$ cat src/rtl/msirq_pkg.sv
package msirq_pkg;
   // Bit positions in the status word; software decodes these.
   localparam int CE_POS   = 15;
   localparam int IE_POS   = 14;
   localparam int FLAG_POS = 13;
endpackage

$ cat src/rtl/msirq_tick_gen.sv
module msirq_tick_gen #(
   parameter int REF_HZ  = 32768,
   parameter int TICK_HZ = 1000
) (
   input  logic clk,
   input  logic rst_n,
   input  logic ref_tick,
   output logic ms_tick
);
   localparam int ACC_W = $clog2(REF_HZ) + 1;

   generate
      if (REF_HZ % TICK_HZ == 0) begin : g_div
         // Integer ratio: a plain modulo divider.
         localparam logic [ACC_W-1:0] LAST = ACC_W'(REF_HZ / TICK_HZ - 1);
         logic [ACC_W-1:0] div_q;
         assign ms_tick = ref_tick && (div_q == LAST);
         always_ff @(posedge clk or negedge rst_n) begin
            if (!rst_n)        div_q <= '0;
            else if (ms_tick)  div_q <= '0;
            else if (ref_tick) div_q <= div_q + 1'b1;
         end
      end else begin : g_acc
         // Fractional ratio: add TICK_HZ, wrap at REF_HZ.
         localparam logic [ACC_W-1:0] STEP   = ACC_W'(TICK_HZ);
         localparam logic [ACC_W-1:0] THRESH = ACC_W'(REF_HZ - TICK_HZ);
         logic [ACC_W-1:0] acc_q;
         assign ms_tick = ref_tick && (acc_q >= THRESH);
         always_ff @(posedge clk or negedge rst_n) begin
            if (!rst_n)        acc_q <= '0;
            else if (ms_tick)  acc_q <= acc_q - THRESH;
            else if (ref_tick) acc_q <= acc_q + STEP;
         end
      end
   endgenerate
endmodule

$ cat src/rtl/msirq_period_count.sv
module msirq_period_count #(
   parameter int PERIOD_W = 16
) (
   input  logic                clk,
   input  logic                rst_n,
   input  logic                count_en,
   input  logic                ms_tick,
   input  logic [PERIOD_W-1:0] period,
   output logic                flag_set
);
   logic [PERIOD_W-1:0] cnt_q;
   logic [PERIOD_W:0]   cnt_inc;
   logic                run;
   logic                at_end;

   always_comb begin
      cnt_inc  = {1'b0, cnt_q} + 1'b1;
      at_end   = cnt_inc >= {1'b0, period};
      run      = count_en && (period != '0);
      flag_set = run && ms_tick && at_end;
   end

   always_ff @(posedge clk or negedge rst_n) begin
      if (!rst_n)       cnt_q <= '0;
      else if (!run)    cnt_q <= '0;
      else if (ms_tick) cnt_q <= at_end ? '0 : cnt_inc[PERIOD_W-1:0];
   end
endmodule

$ cat src/rtl/msirq_ctrl_regs.sv
module msirq_ctrl_regs #(
   parameter int PERIOD_W = 16
) (
   input  logic                clk,
   input  logic                rst_n,
   input  logic                wr_ctrl,
   input  logic                wr_period,
   input  logic                d_ce,
   input  logic                d_ie,
   input  logic                d_clr,
   input  logic [PERIOD_W-1:0] d_period,
   input  logic                flag_set,
   output logic                ce,
   output logic                ie,
   output logic                flag,
   output logic [PERIOD_W-1:0] period
);
   logic clr;
   assign clr = wr_ctrl && d_clr;

   always_ff @(posedge clk or negedge rst_n) begin
      if (!rst_n) begin
         ce     <= 1'b0;
         ie     <= 1'b0;
         flag   <= 1'b0;
         period <= '0;
      end else begin
         if (wr_ctrl) begin
            ce <= d_ce;
            ie <= d_ie;
         end
         if (wr_period) period <= d_period;
         // a new event outranks a simultaneous clear
         flag <= flag_set | (flag & ~clr);
      end
   end
endmodule

$ cat src/rtl/msirq_timer.sv
module msirq_timer #(
   parameter int REF_HZ   = 32768,
   parameter int TICK_HZ  = 1000,
   parameter int DATA_W   = 16,
   parameter int PERIOD_W = 16
) (
   input  logic                clk,
   input  logic                rst_n,
   input  logic                ref_tick,
   input  logic                wr_ctrl,
   input  logic                wr_period,
   input  logic [DATA_W-1:0]   wr_data,
   output logic [DATA_W-1:0]   status_rd,
   output logic [PERIOD_W-1:0] period_rd,
   output logic                irq
);
   import msirq_pkg::*;

   if (DATA_W < 16) begin : g_bad_data_w
      $error("DATA_W must hold the status bits");
   end
   if (PERIOD_W > DATA_W) begin : g_bad_period_w
      $error("PERIOD_W must not exceed DATA_W");
   end
   if (TICK_HZ < 1 || TICK_HZ >= REF_HZ) begin : g_bad_ratio
      $error("TICK_HZ must be below REF_HZ");
   end

   logic ms_tick;
   logic flag_set;
   logic ce, ie, flag;
   logic [PERIOD_W-1:0] period;

   msirq_tick_gen #(.REF_HZ(REF_HZ), .TICK_HZ(TICK_HZ)) u_tick (
      .clk(clk), .rst_n(rst_n), .ref_tick(ref_tick), .ms_tick(ms_tick)
   );

   msirq_period_count #(.PERIOD_W(PERIOD_W)) u_cnt (
      .clk(clk), .rst_n(rst_n), .count_en(ce), .ms_tick(ms_tick),
      .period(period), .flag_set(flag_set)
   );

   msirq_ctrl_regs #(.PERIOD_W(PERIOD_W)) u_regs (
      .clk(clk), .rst_n(rst_n), .wr_ctrl(wr_ctrl), .wr_period(wr_period),
      .d_ce(wr_data[CE_POS]), .d_ie(wr_data[IE_POS]), .d_clr(wr_data[FLAG_POS]),
      .d_period(wr_data[PERIOD_W-1:0]), .flag_set(flag_set),
      .ce(ce), .ie(ie), .flag(flag), .period(period)
   );

   always_comb begin
      status_rd           = '0;
      status_rd[CE_POS]   = ce;
      status_rd[IE_POS]   = ie;
      status_rd[FLAG_POS] = flag;
      period_rd           = period;
      irq                 = flag & ie;
   end
endmodule

$ cat config.mk
export PLATFORM = sky130hd
export DESIGN_NAME = msirq_timer
export DESIGN_NICKNAME = d
export VERILOG_FILES = /design/src/rtl/msirq_pkg.sv /design/src/rtl/msirq_tick_gen.sv /design/src/rtl/msirq_period_count.sv /design/src/rtl/msirq_ctrl_regs.sv /design/src/rtl/msirq_timer.sv
export SDC_FILE = /design/constraint.sdc
export NUM_CORES = 1
export LEC_CHECK = 0
export ABC_AREA = 1
export BUFFER_PORTS_ARGS = -buffer_cell sky130_fd_sc_hd__buf_2
export CORE_MARGIN = 1.5
export CORE_UTILIZATION = 51
export CTS_BUF_LIST = sky130_fd_sc_hd__clkbuf_8
export CTS_CLUSTER_DIAMETER = 60
export DETAILED_ROUTE_END_ITERATION = 16
export HOLD_SLACK_MARGIN = 0.06
export PLACE_DENSITY = 0.74
export SYNTH_ARGS = -nofsm -noshare
export SYNTH_HDL_FRONTEND = slang
export SYNTH_HIERARCHICAL = 1
export SYNTH_SLANG_ARGS = --single-unit
$ cat constraint.sdc
create_clock -name clk -period 2.95 [get_ports clk]
set_clock_uncertainty 0.1 [all_clocks]
set_input_delay 0.1475 -clock clk [delete_from_list [all_inputs] [get_ports clk]]
set_output_delay 0.1475 -clock clk [all_outputs]
set_load 0.01 [all_outputs]
## After elaboration in Yosys (flattened, before gate mapping)

Cells that the tools add are included.

- $add $sub $neg: 3
- Magnitude comparators: 2
- Equal/unequal tests: 1
- Multiplexer cells: 5
- Bitwise operators: 4
- Reduce and logical (&&, ||, !) cells: 7

Operators by type and width:

| operator | number |
|---|---|
| $mux 16 | 5 |
| $add 16x1->17 const B | 1 |
| $ge 17x16->1 | 1 |
| $add 16x10->16 const B | 1 |
| $ge 16x15->1 const B | 1 |
| $reduce_bool 16->1 | 1 |
| $sub 16x15->16 const B | 1 |
| $logic_and 1x1->1 | 5 |
| $and 1x1->1 | 2 |
| $ne 2x1->1 const B | 1 |
| $reduce_bool 2->1 | 1 |
| $not 1->1 | 1 |
| $or 1x1->1 | 1 |

- Register bits: 51
- Output and inout bits: 33
- Word-level logic and storage cells: 28

## Logic depth before layout (Yosys ltp)

Gate-level depths: netlist (run 1).

- Word-level depth: 5
- Gate-level depth with buffers: 19
- Gate-level depth less buffers: 19

## Modules after synthesis

The synthesis (run 1) kept the hierarchy.

By module, submodules not included:

| module | instances | cells each | area each (um2) | sequential area each (um2) |
|---|---|---|---|---|
| msirq_period_count | 1 | 218 | 1501.4 | 400.4 |
| msirq_ctrl_regs | 1 | 80 | 764.5 | 475.5 |
| msirq_tick_gen | 1 | 96 | 735.7 | 325.3 |
| msirq_timer | 1 | 19 | 131.4 | 0.0 |

## Worst setup path after synthesis (run 1)

Ideal clock, no wire load.

- Path kind: register to register
- Start: reg u_cnt.cnt_q[0]
- End: reg u_regs.flag
- Setup time: 0.116 ns
- Arrival time: 2.155 ns
- Path slack: 0.579 ns
- Cell stages (with the launch flop): 20
- Period minus slack after synthesis: 2.371 ns
- Cells stage by stage: dfrtp_1 ha_1 nand3_1 nor2_1 nand3_1 xor2_1 inv_1 ha_1 nand2_1 nor2_1 nand2_1 nor2_1 nor2_1 nand3_1 nor2_4 nand2_2 nand2_1 inv_1 inv_1 nand2_1

- Cells in the longest elaborated chain, start to end: 4

Ends and longest elaborated chain:

| item | line | source |
|---|---|---|
| start: declaration | msirq_period_count.sv:11 | `logic [PERIOD_W-1:0] cnt_q;` |
| start signal: assignment | msirq_period_count.sv:26 | `else if (ms_tick) cnt_q <= at_end ? '0 : cnt_inc[PERIOD_W-1:0];` |
| $add 16x1->17 | msirq_period_count.sv:17 | `cnt_inc = {1'b0, cnt_q} + 1'b1;` |
| $ge 17x16->1 | msirq_period_count.sv:18 | `at_end = cnt_inc >= {1'b0, period};` |
| $logic_and 1x1->1 | msirq_period_count.sv:20 | `flag_set = run && ms_tick && at_end;` |
| via flag_set | msirq_timer.sv:30 | `logic flag_set;` |
| $or 1x1->1 | msirq_ctrl_regs.sv:34 | `flag <= flag_set \| (flag & ~clr);` |
| end signal: assignment | msirq_ctrl_regs.sv:34 |  |
| end: declaration | msirq_ctrl_regs.sv:15 | `output logic flag,` |

The timed path passes the listed nets, and every way through them passes these cells.
A chain may end at the register's enable or synchronous reset.

## Final worst setup path (run 1)

- Start: reg u_cnt.cnt_q[1]
- End: reg u_regs.flag

The elaborated chain is that of the path after synthesis.

==> impl_metrics.ini, run 1 <==
[sta]
fin_crit_sh_pct = 91.5
min_period_ns = 2.70
fin_ws_ns = 0.252
max_slew_margin_pct = 28.8
maxSlewViolCount = 0
finalSetupViolCount = 0
final_hold_viol_count = 0
max_slew.worst_pin.slew_ns = 1.07
fin_hold_ws_ns = 0.218
timing.fmax_mhz = 371

[route]
wl_per_cell_um = 12.4
drtIter0Drc = 145
drc = 0
ant_nets = 0
drtPass1Iterations = 5
drt-total-wl_um = 6770
via_per_inst = 4.96
num_vias = 2712

[die]
rows = 28
die_h_um = 81.4
die_area_um2 = 6620
io_pins = 54
fp.coreArea_um2 = 5920
floorplan.die.width_um = 81.4
start_util_pct = 52.9

[global_route]
antenna_found_initial = 0
grt_max_degree = 49
grt_pass1_wl_um = 11100
grt_overflow = 0
grt_pass1_vias = 2438
grt.total_usage_pct = 21.8

[cts]
cts.sinks = 48
clk_pin_slew_worst_paths_ns = 0.09
cts_made_buffers = 5
cts_root_buf = clkbuf_8
cts_tree = done
htreeDepth = 2
clock_latency_ns = 0.30
clk_path_buf_depth = 2

[placed_design]
dp.final_hpwl_um = 4800
port_buffers = 40
place_congestion = 0.863
post-place-ws_ns = 0.0939

[layout]
diodes = 0
nNetsFinal = 510
n_fill_cell = 508
multi_input_area_um2 = 1560
area_growth_syn_to_layout_pct = 15.1
drive_gt1_share_pct = 15.3
ff_latch_area_um2 = 1200

[pwr]
power_density_nw_per_um2 = 512
p_leak_nw = 1.96
ir_worst_vdd_mv = 0.428

[critical_path]
crit_path_start = u_cnt/cnt_q[1]
reg2reg_slack_ns = 0.25
critPathLaunchType = flip-flop
cp_max_fo = 14
cp.required_ns = 3.09
crit_type = reg2reg
critPathCaptureType = flip-flop
arrival_ns = 2.84
r2r-start = u_cnt/cnt_q[1]

[yosys]
ys_types = 26
ys_warn_count = 6
postSynthAreaPerCell_um2 = 7.59
syn_area_um2 = 3130
syn_inst = 413
ys_seq_area_share_pct = 38.3
yosys_register_bits = 48

[run_status]
status = finished, final reports clean

[worst_hold_path]
hp-start = wr_period
holdCritPathClass = in2reg

[run]
drv_cap = 0
layout by cell type (no fill, tap or decap):
cell	n
ha_1	17
o21ai_0	21
o21ai_2	5
dfrtp_1	48
ha_2	1
buf_4	3
nor2_4	2
dlygate4sd3_1	19
o22ai_1	1
clkinvlp_4	1
clkbuf_8	6
inv_2	1
conb_1	13
nor2_2	5
nand3_1	19
buf_6	1
nand3_2	2
nand4_1	20
buf_2	40
nor2_1	37
nand2_1	110
nand2_2	5
a21oi_1	6
o21a_1	1
xor2_1	14
nor3_1	3
a21o_1	1
xnor2_1	8
inv_1	62
per-stage QoR:
step	power [mW]	utilization (%)	TNS (ns)	cell area, um2	instances
floorplan	1.29	-	0	3180	425
global placement	1.41	55.6	0	3290	518
detailed placement	1.42	55.6	0	3290	518
CTS	1.85	60.4	0	3580	545
global route	1.99	60.9	-0.0168	3610	547
finish	1.85	60.9	0	3610	547
metal layers:
metal / vias to the layer above / wire, um / GRT usage (%)
met5: - / 0 / 0
met2: 75 / 3050 / 33.0
met3: 13 / 294 / 4.38
li1: 1382 / - / -
met4: 0 / 118 / 6.55
met1: 1242 / 3310 / 31.2
cell families after synthesis:
| kind of cell | synth area share [%] |
|---|---|
| adder cells (fa/ha/maj) | 7.19 |
| buffers and inverters | 13.6 |
| XOR/XNOR | 6.15 |
| AND/OR/NAND/NOR | 28.2 |
| flip-flops | 38.3 |
| other | 0.120 |
| AO/OA/AOI/OAI | 6.39 |
worst paths after layout:
path / end / cells after the start
setup / recovery: u_regs/flag / 17
min in group asynchronous: u_tick/g_acc.acc_q[12] / 2
hold / removal: u_regs/period[13] / 2
hold reg to reg: u_tick/g_acc.acc_q[7] / 1
max in group asynchronous: u_cnt/cnt_q[15] / 2
setup reg to reg: u_regs/flag / 17
cell type report:
cell class | instances | area share [%]
Clock buffer | 6 | 2.29
Multi-Input combinational cell | 291 | 43.3
Tap cell | 75 | 2.60
Sequential cell | 48 | 33.3
Clock inverter | 2 | 0.312
Timing Repair Buffer | 63 | 11.8
Inverter | 62 | 6.45
state kept, by name, indices dropped and copies added, names as in the netlist:
signal and cells:
u_regs/period 16, u_regs/flag 1, u_regs/ce 1, u_regs/ie 1, u_cnt/cnt_q 16, u_tick/g_acc.acc_q 13
power breakdown:
part           switching [mW]  leakage, nW  internal [mW]
clock                   0.219       0.0486          0.187
sequential              0.108        0.609          0.777
combinational           0.342         1.30          0.216
synth_stat cells:
library cell,count,area share [%]
o21ai_0,21,3.4
nand2_2,4,0.80
nand4_1,20,4.0
nor2_4,1,0.36
xor2_1,14,3.9
o21ai_2,5,1.4
nor2_2,6,1.2
dfrtp_1,48,38
xnor2_1,8,2.2
buf_6,5,1.8
buf_4,17,4.1
nor3_1,3,0.48
o22ai_1,1,0.20
inv_2,1,0.12
nand3_1,19,3.0
a21oi_1,6,0.96
nor2_1,37,4.4
a21o_1,1,0.24
clkbuf_1,1,0.12
o21a_1,1,0.24
nand2_1,111,13
inv_1,61,7.3
conb_1,1,0.12
ha_1,18,7.2
buf_2,1,0.16
nand3_2,2,0.64
critical path: stages, from the launching register on:
cell and delay (ns):
dfrtp_1 0.39, ha_2 0.21, nand3_1 0.11, nor2_1 0.19, nand3_1 0.11, xor2_1 0.16
inv_1 0.08, ha_1 0.29, nand2_1 0.07, nor2_1 0.13, nand3_1 0.09, nor2_1 0.14
nand2_2 0.21, nand2_2 0.16, nand2_1 0.06, inv_1 0.07, inv_1 0.03, nand2_1 0.05
what timing repair did:
item / CTS / global route
hold buffers: 19 / 0
buffers inserted: 0 / 2
gates resized for setup: 0 / 4
hold endpoints to repair: 69 / 0
endpoints found under the setup margin: 0 / 17
Power figures use the tool's default switching activity.
==> run 2, diff against run 1 <==
- CTS_CLUSTER_DIAMETER: 60 -> 50
- SYNTH_HIERARCHICAL: 1 -> unset
==> run 2 against run 1 <==
Combinational power fell by 17%. Worst setup slack got worse by 0.12 ns. Clock power rose by 44%.
==> impl_metrics.ini, run 2 <==
[yosys]
ys_seq_area_share_pct = 39.1
netlist.top_cell.by_area = dfrtp_1
synth_top_cell_area_share_pct = 39.1
syn_area_um2 = 3070
synthMostInstantiatedCell = nand2_1
postSynthAreaPerCell_um2 = 7.31
ys_warn_count = 0
synthTopCellsByCount = 138 x nand2_1, 61 x inv_1, 50 x nor2_1
yosys_register_bits = 48
synth_edf_count = 0
synth.area.top_cells = dfrtp_1 39%, nand2_1 17%, inv_1 7.5%
async_reset_ff_share_pct = 100
ys.flop_type = dfrtp_1
syn_inst = 420
ys_types = 25

[route]
wl_per_cell_um = 12.1
drt-total-wl_um = 6690
num_vias = 2652
ant_nets = 0
drtPass1Iterations = 4
drtIter0Drc = 92
drc = 0
via_per_inst = 4.79

[critical_path]
arrival_ns = 2.91
path_cells = nand2_1 > nor2_1 > nand2_1 > nor2_4 > xor2_2 > inv_1 > ha_1 > nand2_1 > nor2_1 > nand2_1 > o21ai_1 > nor2_1 > nand2_2 > nor2_4 > buf_6 > nand2_1 > nand2_1
max_stage_delay_ns = 0.42
r2r-start = u_cnt.cnt_q[5]
cpMaxStageDelayCell = dfrtp_1
reg2regPathDepth = 17
crit_top_cell = nand2_1
cp_max_fo = 8
crit_type = reg2reg
r2r-end = u_cnt.cnt_q[13]
crit_path_start = u_cnt.cnt_q[5]
reg2reg_slack_ns = 0.13
critPathLaunchType = flip-flop
cp.required_ns = 3.04
critPathCaptureType = flip-flop

[global_route]
grt_max_degree = 49
grt_pass1_vias = 2487
grt.total_usage_pct = 21.4
grt_pass1_wl_um = 10800
antenna_found_initial = 0
grt_overflow = 0

[layout]
n_fill_cell = 507
drive_gt1_share_pct = 15.9
fin_util_pct = 62.8
diodes = 0
ff_latch_area_um2 = 1200
stdcell_area_um2 = 3670
top_regs = u_cnt.cnt_q (16), u_regs.period (16), u_tick.g_acc.acc_q (13)
nNetsFinal = 517
multi_input_area_um2 = 1580
final_common_cell = nand2_1
final_cell_mix = 135 x nand2_1, 60 x inv_1, 48 x dfrtp_1, 45 x nor2_1, 40 x buf_2
area_growth_syn_to_layout_pct = 19.7

[worst_hold_path]
min_to = u_regs.period[11]
hp-start = wr_period
holdCritPathClass = in2reg
min_path_cells = 3

[sta]
maxSlewViolCount = 0
max_slew_margin_pct = 28.9
min_period_ns = 2.82
final_hold_viol_count = 0
fin_crit_sh_pct = 95.4
finalSetupViolCount = 0
fin_hold_ws_ns = 0.192
max_slew.worst_pin.slew_ns = 1.07
timing.fmax_mhz = 355

[cts]
clock_latency_ns = 0.31
htreeDepth = 2
clk_pin_slew_worst_paths_ns = 0.10
cts_root_buf = clkbuf_8
cts.sinks = 48
clk_path_buf_depth = 2
cts_made_buffers = 5
cts_tree = done

[die]
rows = 28
start_util_pct = 52.5
io_pins = 54
die_area_um2 = 6490
floorplan.die.width_um = 80.6
die_h_um = 80.6
fp.coreArea_um2 = 5850

[pwr]
ir_worst_vdd_mv = 0.385
p_leak_nw = 2.03
power_density_nw_per_um2 = 530

[placed_design]
dp.final_hpwl_um = 4580
placed_area_um2 = 3240
place_congestion = 0.874
port_buffers = 40

[run_status]
status = finished, final reports clean

[run]
drv_cap = 0
==> run 2: cell types whose count changed after synthesis, sizes merged, moves of 3 or more <==
cell   delta
o21ai     -6
nand3     -6
nand2    +23
a21oi     +3
nor2      +9
nand4    -16
==> run 2: cells by family (layout without fill, tap and decap cells) <==
logic type,count (synthesis),in the layout,share of synthesized area (%)
compound gates,31,31,5.26
xor+xnor,19,19,5.42
fa+ha+maj,18,18,7.34
buf+inv,86,133,13.2
flops,48,48,39.1
mux,2,2,0.734
other cells,1,13,0.122
simple gates,215,215,28.7
==> run 2: worst max-delay path by stage <==
stage | endpoint | cells past startpoint
global route | u_cnt.cnt_q[6] | 20
finish | u_cnt.cnt_q[13] | 17
floorplan | u_cnt.cnt_q[4] | 20
CTS | u_cnt.cnt_q[13] | 18
detailed placement | u_cnt.cnt_q[13] | 18
global placement | u_cnt.cnt_q[9] | 18
==> run 2: worst max-delay path: cells and delay by family (launching register included) <==
family	cells	cell delay (ns)
AOI/OAI and AO/OA	1	0.15
adders and majority gates	1	0.30
buffers and inverters	2	0.21
DFF	1	0.42
and+or+nand+nor	12	1.35
xor gates and xnor gates	1	0.18
==> run 2: layout make-up <==
cell class                 count  area share [%]
sequential                    48            32.7
clock inverter                 3            1.87
inverter                      62            6.33
timing repair buffer          63            11.6
multi-input combinational    298            43.0
clock buffer                   5            1.87
tap                           75            2.55
==> run 2: stage by stage <==
stage                     std cells  setup slack, ns  TNS [ns]  total power [mW]
after global routing            554          -0.0152   -0.0438              2.07
after floorplan                 432            0.352         0              1.25
after global placement          524            0.207         0              1.33
final                           554            0.135         0              1.95
after detailed placement        524           0.0912         0              1.35
after CTS                       551           0.0200         0              1.96
==> run 2: timing repair <==
item / 4_1_cts / 5_1_grt
endpoints found under the setup margin: 0 / 17
resized for setup: 0 / 24
setup buffers: 0 / 2
hold buffers: 19 / 0
endpoints found under the hold margin: 68 / 0
==> run 2: per-layer routing <==
metal  track usage (%)  routed length (um)  share of wire, %
met4              5.34                  59              0.88
met5                 0                   0                 0
met1              27.0                3050                46
met2              37.6                3250                49
met3              4.09                 333               5.0
==> run 2: power by group <==
group	leakage (nW)	internal, mW	total (mW)	switching [mW]
Clock	0.0687	0.341	0.583	0.242
Sequential	0.609	0.778	0.902	0.124
Combinational	1.35	0.194	0.465	0.271
Total	2.03	1.31	1.95	0.636
==> run 3, diff against run 2 <==
- ABC_AREA: 1 -> unset
==> run 3 against run 2 <==
The flow now finishes with violations (negative setup slack). Hold slack better by 0.0065 ns. Final area is 4.2% lower. Die area is 7.4% lower. Sequential cell count stayed put. Total power is 11% lower. Critical endpoint is now u_cnt.cnt_q[10].
==> impl_metrics.ini, run 3 <==
[placed_design]
place_congestion = 0.868
placed_area_um2 = 3100
port_buffers = 40
dp.final_hpwl_um = 4440
post-place-ws_ns = -0.107

[yosys]
synthMostInstantiatedCell = dfrtp_1
postSynthAreaPerCell_um2 = 9.81
syn_area_um2 = 2830
netlist.top_cell.by_area = dfrtp_1
synth.area.top_cells = dfrtp_1 42%, ha_1 7.9%, xnor2_1 5.6%
async_reset_ff_share_pct = 100
syn_inst = 289
synth_edf_count = 0
ys_seq_area_share_pct = 42.4
ys_types = 45
synth_top_cell_area_share_pct = 42.4
ys.flop_type = dfrtp_1
yosys_register_bits = 48
synthTopCellsByCount = 48 x dfrtp_1, 34 x nand2_1, 20 x o21ai_0
ys_warn_count = 0

[critical_path]
cpMaxStageDelayCell = dfrtp_2
crit_type = reg2reg
r2r-end = u_cnt.cnt_q[10]
cp_max_fo = 6
critPathCaptureType = flip-flop
critPathLaunchType = flip-flop
path_buf_inv = 1
cpLargestDelayFamily = simple AND/OR/NAND/NOR gates
arrival_ns = 3.04
reg2reg_slack_ns = -0.01
max_stage_delay_ns = 0.42
reg2regPathDepth = 13
path_cells = nand4_4 > nor2_2 > and4_1 > nand3_1 > xnor2_1 > ha_1 > nand4_1 > nor2_4 > o21ai_2 > o21ai_4 > nor3b_4 > buf_6 > a221o_1
cp.required_ns = 3.03
r2r-start = u_cnt.cnt_q[6]

[route]
drt-total-wl_um = 6790
num_vias = 2351
wl_per_cell_um = 15.8
drtIter0Drc = 141
via_per_inst = 5.48
drtPass1Iterations = 4
ant_nets = 0
drc = 0

[sta]
max_slew.worst_pin.slew_ns = 1.06
rsz0062_at_grt = yes
final_hold_viol_count = 0
timing.fmax_mhz = 338
finalSetupViolCount = 1
fin_ws_ns = -0.0125
fin_setup_tns_ns = -0.0125
fin_crit_sh_pct = 100
min_period_ns = 2.96
max_slew_margin_pct = 29.5
maxSlewViolCount = 0

[layout]
drive_gt1_share_pct = 27.0
diodes = 0
top_regs = u_cnt.cnt_q (16), u_regs.period (16), u_tick.g_acc.acc_q (13)
stdcell_area_um2 = 3520
area_growth_syn_to_layout_pct = 24.2
final_cell_mix = 45 x dfrtp_1, 40 x buf_2, 34 x nand2_1, 19 x inv_1, 19 x dlygate4sd3_1
nNetsFinal = 397
final_common_cell = dfrtp_1

[global_route]
grt_max_degree = 49
grt_pass1_vias = 2297
antenna_found_initial = 0
grt.total_usage_pct = 22.4
grt_overflow = 0
grt_pass1_wl_um = 10600

[run_status]
violations = negative setup slack
status = complete, but fails checks

[worst_hold_path]
min_to = u_regs.period[1]
holdCritPathClass = in2reg
min_path_cells = 3
hp-start = wr_period

[cts]
cts_root_buf = clkbuf_8
cts_tree = done
htreeDepth = 2
clk_pin_slew_worst_paths_ns = 0.09
clk_path_buf_depth = 2
clock_latency_ns = 0.30
cts_made_buffers = 5
cts.sinks = 48

[pwr]
ir_worst_vdd_mv = 0.312
finalPower_mw = 1.73
pwr-share-comb_pct = 26.0
power_density_nw_per_um2 = 493
seq_power_share_pct = 51.7
p_int_mw = 1.16
p_leak_nw = 1.75
p_switching_mw = 0.579
power_frac_clock_pct = 22.3
p_sw_share_pct = 33.4

[die]
start_util_pct = 54.1
rows = 26
io_pins = 54
floorplan.die.width_um = 77.5
die_h_um = 77.5
die_area_um2 = 6010
fp.coreArea_um2 = 5240

[run]
drv_cap = 0
[run 3: kinds of logic (layout without fill, tap and decap cells)]
kind of cell / count (synthesis) / after routing / share of synthesized area (%)
compound gates: 54 / 54 / 13.6
xor+xnor: 26 / 26 / 8.04
fa+ha+maj: 18 / 18 / 7.95
buf+inv: 45 / 103 / 8.65
flops: 48 / 48 / 42.4
mux: 4 / 4 / 1.59
other cells: 1 / 13 / 0.132
simple gates: 93 / 93 / 17.7
[run 3: final cells by class]
| type | count | area [um2] |
|---|---|---|
| Clock buffer | 5 | 68.8 |
| Clock inverter | 3 | 16.3 |
| Fill cell | 405 | 1720 |
| Inverter | 17 | 63.8 |
| Multi-Input combinational cell | 208 | 1540 |
| Sequential cell | 48 | 1200 |
| Tap cell | 70 | 87.6 |
| Timing Repair Buffer | 78 | 541 |
[run 3: power by group through the flow]
stage               Combinational (mW)  Sequential [mW]  Clock, mW
finish                           0.451            0.896      0.387
global route                     0.508            0.915      0.418
CTS                              0.436            0.897      0.398
detailed placement               0.414            0.910          0
global placement                 0.399            0.904          0
floorplan                        0.305            0.896          0
[run 3: worst min-delay path, delay by kind of cell]
family                 cells  cell delay (ns)
AO/OA/AOI/OAI              1             0.06
buffers and inverters      1             0.25
AND/OR/NAND/NOR            1             0.10
[run 3: layer usage]
layer	up-vias	part of all wire, %	routed length (um)	GRT usage [%]
met2	70	51	3480	37.6
met4	0	2.3	157	8.18
met3	18	3.7	249	4.35
met5	-	0	0	0
met1	1146	43	2900	28.6
li1	1117	-	-	-
[run 3: worst max path at each step]
stage                               from         endpoint  cells after the start
after detailed placement  u_cnt.cnt_q[1]  u_cnt.cnt_q[10]                     12
final                     u_cnt.cnt_q[6]  u_cnt.cnt_q[10]                     13
after CTS                 u_cnt.cnt_q[1]  u_cnt.cnt_q[10]                     12
after global routing      u_cnt.cnt_q[6]  u_cnt.cnt_q[10]                     13
after floorplan           u_cnt.cnt_q[0]   u_cnt.cnt_q[4]                     11
after global placement    u_cnt.cnt_q[1]  u_cnt.cnt_q[10]                     12
[run 3: through the flow]
step	hold WS, ns	std cells	utilization [%]
2_1_floorplan	-0.248	301	-
3_3_place_gp	0.252	398	59.1
3_5_place_dp	0.259	398	59.1
4_1_cts	0.183	425	65.2
5_1_grt	0.250	429	67.2
6_report	0.199	429	67.2
[run 3: timing repair]
item / 4_1_cts / 5_1_grt
setup buffers: 0 / 5
gates resized for setup: 10 / 16
endpoints found under the hold margin: 68 / 0
pin swaps: 0 / 26
hold buffers: 19 / 0
setup endpoints to repair: 16 / 17
